[config.mk]
export PLATFORM = sky130hd
export DESIGN_NAME = usb_port_attach
export DESIGN_NICKNAME = d
export VERILOG_FILES = /design/src/rtl/usb_port_pkg.sv /design/src/rtl/usb_port_settle_timer.sv /design/src/rtl/usb_port_wr_decode.sv /design/src/rtl/usb_port_status_regs.sv /design/src/rtl/usb_port_attach.sv
export SDC_FILE = /design/constraint.sdc
export NUM_CORES = 1
export LEC_CHECK = 0
export BUFFER_PORTS_ARGS = -buffer_cell sky130_fd_sc_hd__buf_2
export CAP_MARGIN = 15
export CORE_MARGIN = 3
export CORE_UTILIZATION = 49
export CTS_BUF_LIST = sky130_fd_sc_hd__clkbuf_8
export DETAILED_ROUTE_END_ITERATION = 12
export PLACE_DENSITY = 0.95
export RECOVER_POWER = 50
export SYNTH_ARGS = -nofsm -noshare
export SYNTH_HDL_FRONTEND = slang
export SYNTH_SLANG_ARGS = --single-unit
[constraint.sdc]
create_clock -name clk -period 3.6 [get_ports clk]
set_input_delay 0.9 -clock clk [delete_from_list [all_inputs] [get_ports clk]]
set_output_delay 0.9 -clock clk [all_outputs]
set_load 0.05 [all_outputs]
[src/rtl/usb_port_pkg.sv]
package usb_port_pkg;

  localparam int STS_W   = 16;
  localparam int CCS_BIT = 0;
  localparam int CSC_BIT = 1;
  localparam int PE_BIT  = 2;
  localparam int PEC_BIT = 3;
  localparam int LS_BIT  = 8;

  typedef enum logic [0:0] {
    PH_SETTLE = 1'b0,
    PH_TRACK  = 1'b1
  } det_phase_e;

  typedef struct packed {
    logic ls;
    logic pec;
    logic pe;
    logic csc;
    logic ccs;
  } port_bits_t;

endpackage

[src/rtl/usb_port_settle_timer.sv]
module usb_port_settle_timer
  import usb_port_pkg::*;
#(
  parameter int SETTLE_TICKS = 64
) (
  input  logic clk,
  input  logic rst_n,
  input  logic ctl_reset,
  input  logic bit_tick,
  output logic trk
);

  localparam int CNT_W = $clog2(SETTLE_TICKS + 1);
  localparam logic [CNT_W-1:0] LAST = CNT_W'(SETTLE_TICKS - 1);

  det_phase_e       phase_q, phase_d;
  logic [CNT_W-1:0] cnt_q, cnt_d;
  logic             cnt_en;

  // Clock enable: a controller reset, or a tick while still settling
  assign cnt_en = ctl_reset | ((phase_q == PH_SETTLE) & bit_tick);

  always_comb begin
    phase_d = phase_q;
    cnt_d   = cnt_q;
    if (ctl_reset) begin
      phase_d = PH_SETTLE;
      cnt_d   = '0;
    end else if (cnt_q == LAST) begin
      phase_d = PH_TRACK;
      cnt_d   = '0;
    end else begin
      cnt_d = cnt_q + 1'b1;
    end
  end

  always_ff @(posedge clk or negedge rst_n) begin
    if (!rst_n) begin
      phase_q <= PH_SETTLE;
      cnt_q   <= '0;
    end else if (cnt_en) begin
      phase_q <= phase_d;
      cnt_q   <= cnt_d;
    end
  end

  assign trk = (phase_q == PH_TRACK);

endmodule

[src/rtl/usb_port_wr_decode.sv]
module usb_port_wr_decode
  import usb_port_pkg::*;
(
  input  logic             ctl_reset,
  input  logic             wr_valid,
  input  logic [STS_W-1:0] wr_data,
  output logic             clr_csc,
  output logic             clr_pec,
  output logic             pe_wr,
  output logic             pe_val
);

  logic wr_ok;

  // Writes are dropped while the controller is held in reset
  assign wr_ok   = wr_valid & ~ctl_reset;
  assign clr_csc = wr_ok & wr_data[CSC_BIT];
  assign clr_pec = wr_ok & wr_data[PEC_BIT];
  assign pe_wr   = wr_ok;
  assign pe_val  = wr_data[PE_BIT];

endmodule

[src/rtl/usb_port_status_regs.sv]
module usb_port_status_regs
  import usb_port_pkg::*;
(
  input  logic       clk,
  input  logic       rst_n,
  input  logic       ctl_reset,
  input  logic       trk,
  input  logic       line_present,
  input  logic       line_lowspd,
  input  logic       clr_csc,
  input  logic       clr_pec,
  input  logic       pe_wr,
  input  logic       pe_val,
  output port_bits_t bits
);

  port_bits_t bits_q, bits_d;
  logic       conn_d;
  logic       reg_en;

  assign reg_en = ctl_reset | trk | clr_csc | clr_pec | pe_wr;

  always_comb begin
    conn_d     = trk & line_present & ~ctl_reset;
    bits_d.ccs = conn_d;
    bits_d.ls  = conn_d & line_lowspd;
    bits_d.csc = ctl_reset | (conn_d != bits_q.ccs) | (bits_q.csc & ~clr_csc);
    bits_d.pec = ctl_reset | (bits_q.pec & ~clr_pec);
    bits_d.pe  = conn_d & (pe_wr ? pe_val : bits_q.pe);
  end

  always_ff @(posedge clk or negedge rst_n) begin
    if (!rst_n) begin
      bits_q <= '0;
    end else if (reg_en) begin
      bits_q <= bits_d;
    end
  end

  assign bits = bits_q;

endmodule

[src/rtl/usb_port_attach.sv]
module usb_port_attach
  import usb_port_pkg::*;
#(
  parameter int SETTLE_TICKS = 64
) (
  input  logic             clk,
  input  logic             rst_n,
  input  logic             ctl_reset,
  input  logic             bit_tick,
  input  logic             line_present,
  input  logic             line_lowspd,
  input  logic             wr_valid,
  input  logic [STS_W-1:0] wr_data,
  output logic [STS_W-1:0] port_sts
);

  logic       trk;
  logic       clr_csc, clr_pec, pe_wr, pe_val;
  port_bits_t bits;

  usb_port_settle_timer #(.SETTLE_TICKS(SETTLE_TICKS)) u_timer (
    .clk       (clk),
    .rst_n     (rst_n),
    .ctl_reset (ctl_reset),
    .bit_tick  (bit_tick),
    .trk       (trk)
  );

  usb_port_wr_decode u_wr (
    .ctl_reset (ctl_reset),
    .wr_valid  (wr_valid),
    .wr_data   (wr_data),
    .clr_csc   (clr_csc),
    .clr_pec   (clr_pec),
    .pe_wr     (pe_wr),
    .pe_val    (pe_val)
  );

  usb_port_status_regs u_regs (
    .clk          (clk),
    .rst_n        (rst_n),
    .ctl_reset    (ctl_reset),
    .trk          (trk),
    .line_present (line_present),
    .line_lowspd  (line_lowspd),
    .clr_csc      (clr_csc),
    .clr_pec      (clr_pec),
    .pe_wr        (pe_wr),
    .pe_val       (pe_val),
    .bits         (bits)
  );

  always_comb begin
    port_sts          = '0;
    port_sts[CCS_BIT] = bits.ccs;
    port_sts[CSC_BIT] = bits.csc;
    port_sts[PE_BIT]  = bits.pe;
    port_sts[PEC_BIT] = bits.pec;
    port_sts[LS_BIT]  = bits.ls;
  end

endmodule

==> results.sh <==
export IMPL_crit_chain="buf_2"
export IMPL_fin_nets=118
export IMPL_clk_latency_ns=0.24
export IMPL_crit_type="flip-flop to output pin"
export IMPL_num_rows=13
export IMPL_seq_area_frac_synth=0.432
export IMPL_grt_setup_unrepaired="no"
export IMPL_place_hpwl_um=1070
export IMPL_cts_tree="built"
export IMPL_drcViolationCount=0
export IMPL_viasPerCell=5.31
export IMPL_track_usage=0.168
export IMPL_min_path_type="flip-flop to flip-flop"
export IMPL_slew_viol_final=0
export IMPL_netlist_area_um2=753
export IMPL_setup_violations=0
export IMPL_grt_overflow=0
export IMPL_final_setup_tns_ns=0
export IMPL_antenna_found_initial=0
export IMPL_num_vias=574
export IMPL_fin_worst_skew_ns=0.00417
export IMPL_cp_slowest_cell="dfrtp_1"
export IMPL_synth_distinct_cells=32
export IMPL_synth_area_leader_cell="dfrtp_1"
export IMPL_ctsHtreeMaxLevel=1
export IMPL_cts_clk_slew_worst_paths_ns=0.05
export IMPL_clockBufferDepth=2
export IMPL_grt_first_pass_wirelength_um=2390
export IMPL_ys_top_cells_by_area="dfrtp_1 43%, buf_4 11%, a21oi_1 4.7%"
export IMPL_period_needed_ns=1.82
export IMPL_cp_max_fo=4
export IMPL_holdWs_ns=0.486
export IMPL_min_period_over_period=0.506
export IMPL_post_cts_resized=0
export IMPL_slew_limit_headroom=0.550
export IMPL_dr_pass1_iters=4
export IMPL_grt_max_degree=14
export IMPL_grt_pass1_vias=548
export IMPL_synthTopCellsByCount="13 x dfrtp_1, 11 x buf_4, 7 x a21oi_1"
export IMPL_synth_async_reset_ratio=1.00
export IMPL_power_leakage_nw=0.388
export IMPL_wirelength_um=1390
export IMPL_detail_route_antenna_nets=0
export IMPL_synth_seq_cells=13
export IMPL_n_fill_cell=121
export IMPL_fmax_mhz=549
export IMPL_top_level_ports=39
export IMPL_antenna_cells=0
export IMPL_layout_drive_gt1_share=0.194
export IMPL_max_cap_violations=0
export IMPL_wl_per_cell_um=12.9
export IMPL_cp_data_arrival_time_ns=0.92
export IMPL_die_height_um=45.2
export IMPL_synth_flop_cell="dfrtp_1"
export IMPL_dpl_cell_area_um2=782
export IMPL_synth_edf_count=0
export IMPL_core_area_um2=1370
export IMPL_drt_iter0_drc=13
export IMPL_gp_congestion=0.740
export IMPL_fin_area_um2=825
export IMPL_dieArea_um2=2040
export IMPL_cp_num_buf_inv=1
export IMPL_cp_required_ns=2.70
export IMPL_hold_viol=0
export IMPL_area_growth_pct=9.47
export IMPL_vdd_ir_drop_worst_mv=0.373
export IMPL_power_density_nw_per_um2=402
export IMPL_status="complete, no violations"
export IMPL_port_buffers=14
export IMPL_cts_hold_buf=0
export IMPL_clock_sinks=13
export IMPL_avgSynthCellArea_um2=9.66
export IMPL_power_uw=332
export IMPL_initial_utilization=0.551
export IMPL_synth_most_common_cell="dfrtp_1"
export IMPL_critPathLaunchType="flip-flop"
export IMPL_crit_family="flip-flops"
export IMPL_synth_top_cell_area_share=0.432
export IMPL_critPathCaptureType="output pin"
export IMPL_worstMarginPinSlew_ns=0.675
export IMPL_max_stage_delay_ns=0.40
export IMPL_yosysWarnings=0
export IMPL_cts_root_buf="clkbuf_8"
export IMPL_synth_cells=78
export IMPL_die_width_um=45.2
export IMPL_cts_inserted_buffers=3
export IMPL_cts_setup_buffers=0
[worst paths after layout]
path,startpoint,end,slack [ns],depth (start not counted)
min,u_regs.bits[3]$_DFFE_PN0P_,u_regs.bits[3]$_DFFE_PN0P_,0.49,1
min in group asynchronous,rst_n,u_timer.cnt_q[5]$_DFFE_PN0P_,0.67,1
max,u_regs.bits[0]$_DFFE_PN0P_,port_sts[0],1.78,1
max reg2reg,u_timer.cnt_q[0]$_DFFE_PN0P_,u_timer.cnt_q[5]$_DFFE_PN0P_,2.25,4
min reg2reg,u_regs.bits[3]$_DFFE_PN0P_,u_regs.bits[3]$_DFFE_PN0P_,0.49,1
max in group asynchronous,rst_n,u_timer.cnt_q[2]$_DFFE_PN0P_,2.50,1
[final cells by class]
type | count | area [um2] | share of cell area
clock inverter | 1 | 3.75 | 0.00455
timing repair buffer | 14 | 67.6 | 0.0819
multi-input combinational | 59 | 357 | 0.432
inverter | 3 | 11.3 | 0.0137
tap | 15 | 18.8 | 0.0228
clock buffer | 3 | 41.3 | 0.0501
sequential | 13 | 325 | 0.395
[per-stage QoR]
stage | setup WS (ns) | instances | utilization
finish | 1.78 | 108 | 0.603
global route | 1.76 | 108 | 0.603
CTS | 1.77 | 108 | 0.605
detailed placement | 1.86 | 104 | 0.572
global placement | 1.88 | 104 | 0.572
floorplan | 2.06 | 88 | -
[cells in the final DEF, fill, tap and decap left out]
master and instances:
clkbuf_8 3, o211ai_1 2, o21ba_2 1, nand3_2 1, xnor2_1 1, nand2_1 6, or3_1 1, ha_1 1
and2b_1 1, buf_2 12, a311oi_1 2, a32oi_1 1, nor3b_1 2, a41oi_1 1, nand4_1 2, a21o_1 1
nand3b_1 1, xor2_1 1, a211o_1 1, nand3b_4 1, o31a_1 1, nand2b_1 3, nand3_1 1, a21oi_1 7
nor3_1 1, dfrtp_1 13, o21ai_0 2, nor2_1 5, conb_1 11, inv_1 4, clkbuf_1 2, o22ai_1 1
[cell families (layout without fill, tap and decap cells)]
family | Yosys count | in the layout | synth area share
XOR/XNOR | 2 | 2 | 0.0233
other | 1 | 11 | 0.00498
flip-flops | 13 | 13 | 0.432
buffers and inverters | 16 | 21 | 0.145
AND/OR/NAND/NOR | 25 | 25 | 0.198
AO/OA/AOI/OAI | 20 | 20 | 0.181
adder cells (fa/ha/maj) | 1 | 1 | 0.0166
[metal layers]
| layer | vias up | share of wire | track usage |
|---|---|---|---|
| met5 | - | 0 | 0 |
| met4 | 0 | 0.024 | 0.105 |
| met3 | 4 | 0.050 | 0.0478 |
| met2 | 18 | 0.51 | 0.263 |
| met1 | 271 | 0.42 | 0.203 |
| li1 | 281 | - | - |
[state kept, by name, summed over array words and instances, names as in the netlist]
name           count
u_timer.cnt_q      7
u_regs.bits        5
u_timer.trk        1
[where the power goes]
part | switching, mW | internal (mW) | leakage (nW)
Sequential | 0.00328 | 0.149 | 0.172
Clock | 0.0503 | 0.0751 | 0.0269
Combinational | 0.0441 | 0.00932 | 0.189
Total | 0.0977 | 0.234 | 0.388
(Power assumes the default switching activity.)
